**src/rtl/phase_osc_noise.sv**
```systemverilog
module phase_osc_noise #(
  parameter logic [22:0] NOISE_SEED = 23'h7FFFF8
) (
  input  logic        clk,
  input  logic        rst_n,
  input  logic        clk_en,
  input  logic        wr_en,
  input  logic [1:0]  wr_addr,
  input  logic [7:0]  wr_data,
  input  logic        sync_src_rise,
  input  logic        sync_src_hit,
  output logic [23:0] acc,
  output logic [22:0] noise,
  output logic        msb_rise,
  output logic        sync_hit,
  output logic [3:0]  wave_sel,
  output logic        ring_en
);
  localparam int ACC_W    = 24;
  localparam int NOISE_W  = 23;
  localparam int STEP_BIT = 19;
  localparam int TAP_HI   = NOISE_W - 1;
  localparam int TAP_LO   = 17;
  localparam int MSB      = ACC_W - 1;

  logic [ACC_W-1:0]   acc_q, sum;
  logic [NOISE_W-1:0] noise_q;
  logic [15:0]        freq_q;
  logic [3:0]         wave_q;
  logic               test_q, ring_q, sync_q;
  logic               advance, step_noise, clear_now;

  assign sum        = acc_q + {8'h00, freq_q};
  assign advance    = clk_en && !test_q;
  assign msb_rise   = advance && !acc_q[MSB] && sum[MSB];
  assign step_noise = advance && !acc_q[STEP_BIT] && sum[STEP_BIT];
  assign sync_hit   = clk_en && sync_q && sync_src_rise;
  assign clear_now  = sync_hit && !sync_src_hit;

  assign acc      = acc_q;
  assign noise    = noise_q;
  assign wave_sel = wave_q;
  assign ring_en  = ring_q;

  always_ff @(posedge clk) begin
    if (!rst_n) begin
      acc_q   <= '0;
      noise_q <= NOISE_SEED;
    end else begin
      if (test_q)
        acc_q <= '0;
      else if (clk_en)
        acc_q <= clear_now ? '0 : sum;
      if (step_noise)
        noise_q <= {noise_q[NOISE_W-2:0], noise_q[TAP_HI] ^ noise_q[TAP_LO]};
    end
  end

  always_ff @(posedge clk) begin
    if (!rst_n) begin
      freq_q <= '0;
      wave_q <= '0;
      test_q <= 1'b0;
      ring_q <= 1'b0;
      sync_q <= 1'b0;
    end else if (wr_en) begin
      case (wr_addr)
        2'd0: freq_q[7:0]  <= wr_data;
        2'd1: freq_q[15:8] <= wr_data;
        2'd2: begin
          wave_q <= wr_data[7:4];
          test_q <= wr_data[3];
          ring_q <= wr_data[2];
          sync_q <= wr_data[1];
        end
        default: ;
      endcase
    end
  end


  advance_chk: assert property (@(posedge clk) disable iff (!rst_n)
    advance && !clear_now |=> acc_q == $past(sum));

  idle_hold_chk: assert property (@(posedge clk) disable iff (!rst_n)
    !clk_en && !test_q |=> $stable(acc_q) && $stable(noise_q));

  test_clear_chk: assert property (@(posedge clk) disable iff (!rst_n)
    test_q |=> acc_q == '0 && $stable(noise_q));

  noise_shift_chk: assert property (@(posedge clk) disable iff (!rst_n)
    step_noise |=> noise_q[NOISE_W-1:1] == $past(noise_q[NOISE_W-2:0]));

  noise_live_chk: assert property (@(posedge clk) disable iff (!rst_n)
    noise_q != '0);

  msb_set_chk: assert property (@(posedge clk) disable iff (!rst_n)
    msb_rise && !clear_now |=> acc_q[MSB]);

  sync_clear_chk: assert property (@(posedge clk) disable iff (!rst_n)
    clear_now |=> acc_q == '0);
endmodule

```
**config.mk**
```make
export PLATFORM = sky130hd
export DESIGN_NAME = phase_osc_noise
export DESIGN_NICKNAME = d
export VERILOG_FILES = /design/src/rtl/phase_osc_noise.sv
export SDC_FILE = /design/constraint.sdc
export NUM_CORES = 1
export LEC_CHECK = 0
export CORE_MARGIN = 10
export CORE_UTILIZATION = 40
export DETAILED_ROUTE_END_ITERATION = 7
export DONT_BUFFER_PORTS = 1
export GPL_ROUTABILITY_DRIVEN = 0
export REMOVE_ABC_BUFFERS = 1
export SLEW_MARGIN = 20
export SYNTH_ARGS = -nofsm -noshare
export SYNTH_HDL_FRONTEND = slang
export SYNTH_SLANG_ARGS = --single-unit
```
**constraint.sdc**
```tcl
create_clock -name clk -period 2.55 [get_ports clk]
set_input_delay 0.3825 -clock clk [delete_from_list [all_inputs] [get_ports clk]]
set_output_delay 0.3825 -clock clk [all_outputs]
set_load 0.01 [all_outputs]
```
Yosys cells after proc, flatten, opt, wreduce, memory -nomap -nowiden
Index checks and enable logic that the tools add are counted.
{ "totals": {"input_bits": 16, "elab_cells": 31, "output_inout_bits": 54, "ramBits": 0, "mem_count": 0, "rom_bits": 0, "reg_bits": 70, "latchBits": 0} }
{ "op_classes": {"add_sub_neg": 1, "multipliers": 0, "n_eq_ne": 2, "mux": 1, "shift": 0, "n_bitwise": 2, "n_lt_le_gt_ge": 0, "div": 0, "n_reduce_logical": 17} }
{ "op_table": {"columns": ["op", "n"], "rows": [
  ["$add A24 B16 Y24", 1],
  ["$mux W24", 1],
  ["$logic_and A1 B1 Y1", 8],
  ["$reduce_and A2 Y1", 3],
  ["$logic_not A1 Y1", 4],
  ["$eq A2 B1 Y1 const B", 1],
  ["$eq A2 B2 Y1 const B", 1],
  ["$logic_not A2 Y1", 1],
  ["$reduce_or A2 Y1", 1],
  ["$not A1 Y1", 1],
  ["$xor A1 B1 Y1", 1]
]} }

Depth between registers and ports, before layout
{ "logic_depth": {"depth_word": 4, "ltp_mapped": 9, "depth_no_buf": 8} }

Worst setup path after synthesis
Ideal clock, no wire load.
{ "synth_timing": {"path_kind": "register to output", "from": "register acc_q[9] (netlist: acc[9])", "to": "output port msb_rise", "required_time_ns": 2.168, "path_stages_with_launch": 8, "path_buffers": 1, "setup_slack_ns": -0.113, "t_arrival_ns": 2.281, "path_cell_list": "dfxtp_1 ha_1 and4_1 nand2_1 nand3b_4 a211o_1 buf_6 a2111oi_0"} }
{ "synth_between": {"elab_chain_len": 2} }
{ "synth_rtl": {"columns": ["element", "line_no", "rtl"], "rows": [
  ["start, declared", "26", "logic [ACC_W-1:0] acc_q, sum;"],
  ["start signal, assigned", "53", "acc_q <= clear_now ? '0 : sum;"],
  ["$add A24 B16 Y24", "33", "assign sum = acc_q + {8'h00, freq_q};"],
  ["$logic_and A1 B1 Y1", "35", "assign msb_rise = advance && !acc_q[MSB] && sum[MSB];"],
  ["end, declared", "14", "output logic msb_rise,"]
]} }
Every way passes these cells.

Worst setup path after layout
{ "layout_timing": {"from": "register freq_q[8]", "to": "output port msb_rise"} }
{ "layout_between": {"elab_chain_len": 2} }
{ "layout_rtl": {"columns": ["element", "line_no", "rtl"], "rows": [
  ["start, declared", "28", "logic [15:0] freq_q;"],
  ["start signal, assigned", "69", "2'd1: freq_q[15:8] <= wr_data;"],
  ["$add A24 B16 Y24", "33", null],
  ["$logic_and A1 B1 Y1", "35", null]
]} }
Every way passes these cells.

==> summary.md <==
| Metric | Value |
|---|---|
| Final Cycle Share | 103% |
| ANT nets after route | 0 |
| DIE WIDTH | 114 microns |
| CP Capture Type | output pin |
| Worst Path Arrival | 2.24 ns |
| Mapped Avg Cell Area | 9.57 sq um |
| Leakage | 1.78 nW |
| CTS buffer count | 9 |
| Crit Path Max Fanout | 4 |
| Area of the die | 0.0130 sq mm |
| Max Clock Skew | 0.00830 ns |
| # rows | 34 |
| P per Cell Area | 510 mW/mm^2 |
| Mapped Area | 0.00354 sq mm |
| DIE HEIGHT | 114 microns |
| Asr flop ratio synth | 0% |
| Clk slew on worst S/H paths | 0.08 ns |
| Routed via count | 2840 |
| First-pass GRT wire length | 15300 microns |
| Critical path class | flip-flop to output pin |
| Synth warnings | 0 |
| Pins Over Slew Limit | 0 |
| I/O pin cnt | 70 |
| CTS Sinks | 70 |
| Post-layout min period | 2.62 ns |
| Power, Total | 2.25 mW |
| Worst-margin pin slew | 0.689 ns |
| Setup WS pre-CTS | -0.0472 ns |
| Synth Flop Type | dfxtp_1 |
| Antenna diode count | 0 |
| H-tree levels | 3 |
| Met3 WL | 1010 microns |
| CORE AREA | 0.00868 sq mm |
| Root buf cell | clkbuf_8 |
| Initial antenna violation count | 0 |
| Unrepaired setup endpoints after global routing | yes |
| HPWL after detailed placement | 6760 microns |
| CTS tree | done |
| Layout cell share with drive strength beyond 1 | 24.0% |
| Number of global-route vias before repair | 2833 |
| Count of hold-fix buffers inserted at cts | 0 |
| VDD IR max | 0.259 mV |
| CP delay by family, top | compound AO/OA/AOI/OAI gates |
| Seq/Total Area, Yosys | 39.6% |
| Setup TNS Final | -0.0684 ns |
| Worst setup SP type | flip-flop |
| Critical path buffers and inverters | 1 |
| Rel. slew slack | 53.9% |
| Largest stage delay, worst path | 0.36 ns |
| Setup Viol. Count Final | 1 |
| Area growth syn-to-layout | 24.7% |
| Metal2 WL | 4620 microns |
| Slowest-stage cell, CP | a211o_4 |
| Pin count of the biggest net entering global routing | 51 |
| Cells after synthesis | 370 |
| Hold crit path type | input pin to flip-flop |
| Count of cell types in the netlist | 52 |
| Clock latency on the worst-skew pair | 0.35 ns |
| CP Data Required Time | 2.17 ns |
| Post-DR wirelength/cell | 18.4 microns |
| Post-synth EDFFs | 0 |
| Non-filler cells in the finished layout | 528 |
| Synthesized flop and latch total | 70 |
| Setup WS post-layout | -0.0684 ns |
| Nets@finish | 448 |
| WL met1 | 3960 microns |
| WL final | 9710 microns |
| Gr ovfl total | 0 |
| Clk buf depth | 2 |
| Routed vias/inst | 5.38 |
| Outcome | complete, but fails checks |
| Max Fclk | 382 MHz |
| Failing checks | setup timing |
| DRC | 0 |
| Final-report hold violation count | 0 |
| Overall Global Routing Usage | 14.7% |
| CP Cell Sequence | ha_4 -> and4_1 -> nand2_1 -> nand3b_4 -> a211o_4 -> a2111oi_4 -> buf_4 |
| Detailed Routing Iterations Pass 1 | 5 |
| Top routing layer used | met4 |
| Initial Utilization | 40.8% |
| Initial DRC count | 160 |
| Final Core Density | 50.9% |
| Number of max-cap violations | 0 |
| Cells after DPL | 493 |
| PortBufs | 0 |
==> flip-flops by register name, summed over array words and instances, names as in the netlist <==
signal	count
sync_q	1
test_q	1
acc	24
noise	23
ring_en	1
wave_sel	4
freq_q	16
==> per-stage QoR <==
step,area [sq um],hold slack [ns]
floorplan,3460,0.487
global placement,3820,0.504
detailed placement,3820,0.512
CTS,4280,0.154
global route,4420,0.140
finish,4420,0.166
==> cells in the final DEF (no fill, tap or decap), types with 2 or more instances in the layout <==
master	count
ha_2	3
and3_2	2
clkinvlp_4	3
a2111o_1	4
mux2i_1	51
buf_6	6
xor2_1	4
a32o_1	2
xnor2_1	5
nor2b_1	45
dfxtp_2	9
a21o_1	8
a21boi_0	2
and2_1	2
clkbuf_16	2
and3_1	4
a22oi_1	6
nand2b_1	5
and2b_1	2
o21ai_2	2
a21oi_1	19
dfxtp_1	61
nor3_1	3
inv_1	3
a2111oi_4	2
nor2_1	15
ha_1	5
a21oi_2	3
or3_1	2
ha_4	8
clkbuf_8	10
nand3b_1	2
nand2_1	36
buf_4	38
o21ai_0	17
==> final timing paths <==
path	from	to	slack, ns	cells past startpoint
max	freq_q[8]	msb_rise	-0.07	7
min	rst_n	wave_sel[2]	0.17	1
max reg2reg	freq_q[8]	noise[6]	0.07	10
min reg2reg	acc[11]	acc[11]	0.53	2
==> cell usage after synthesis, drive strengths merged (4+ instances only) <==
| cell | count | area share, % |
|---|---|---|
| dfxtp | 70 | 40 |
| mux2i | 52 | 15 |
| nor2b | 45 | 8.0 |
| nand2 | 37 | 3.9 |
| a21oi | 23 | 3.3 |
| o21ai | 20 | 2.9 |
| ha | 16 | 5.7 |
| nor2 | 15 | 1.6 |
| a21o | 8 | 1.7 |
| clkbuf | 8 | 0.85 |
| a22oi | 6 | 1.3 |
| and3 | 6 | 1.1 |
| nand2b | 5 | 0.88 |
| xnor2 | 5 | 1.2 |
| a2111o | 4 | 1.3 |
| buf | 4 | 1.1 |
| xor2 | 4 | 0.99 |
==> cell type report <==
type                    count  area [sq um]
flip-flops and latches     70          1410
repair buffers             47           423
clock buffers              10           138
fillers                   796          4260
well taps                 108           135
inverters                   4          15.0
clock inverters             6          70.1
multi-input cells         283          2220
==> logic make-up after synthesis <==
kind of cell / share of synthesized area [%]
simple gates: 19.0
fa+ha+maj: 6.22
compound gates: 15.7
flops: 39.6
mux: 14.7
xor+xnor: 2.23
buf+inv: 2.58
==> report_power, final <==
group / internal (mW) / leakage [nW] / switching (mW) / total (mW)
combinational: 0.0872 / 1.11 / 0.0883 / 0.175
sequential: 1.11 / 0.571 / 0.0224 / 1.14
clock: 0.483 / 0.0951 / 0.456 / 0.940
total: 1.68 / 1.78 / 0.567 / 2.25
==> metal layers <==
| layer | vias up | track usage [%] |
|---|---|---|
| li1 | 1406 | - |
| met1 | 1336 | 16.6 |
| met2 | 86 | 23.8 |
| met3 | 12 | 6.66 |
| met4 | 0 | 5.43 |
| met5 | - | 0 |
==> what timing repair did <==
action	4_1_cts	5_1_grt
hold endpoints to repair	0	0
buffers inserted	14	3
cloned	0	3
pin swaps	12	13
resized for setup	26	14
setup endpoints to repair	5	31
No activity file was read; power rests on OpenSTA's default activity.
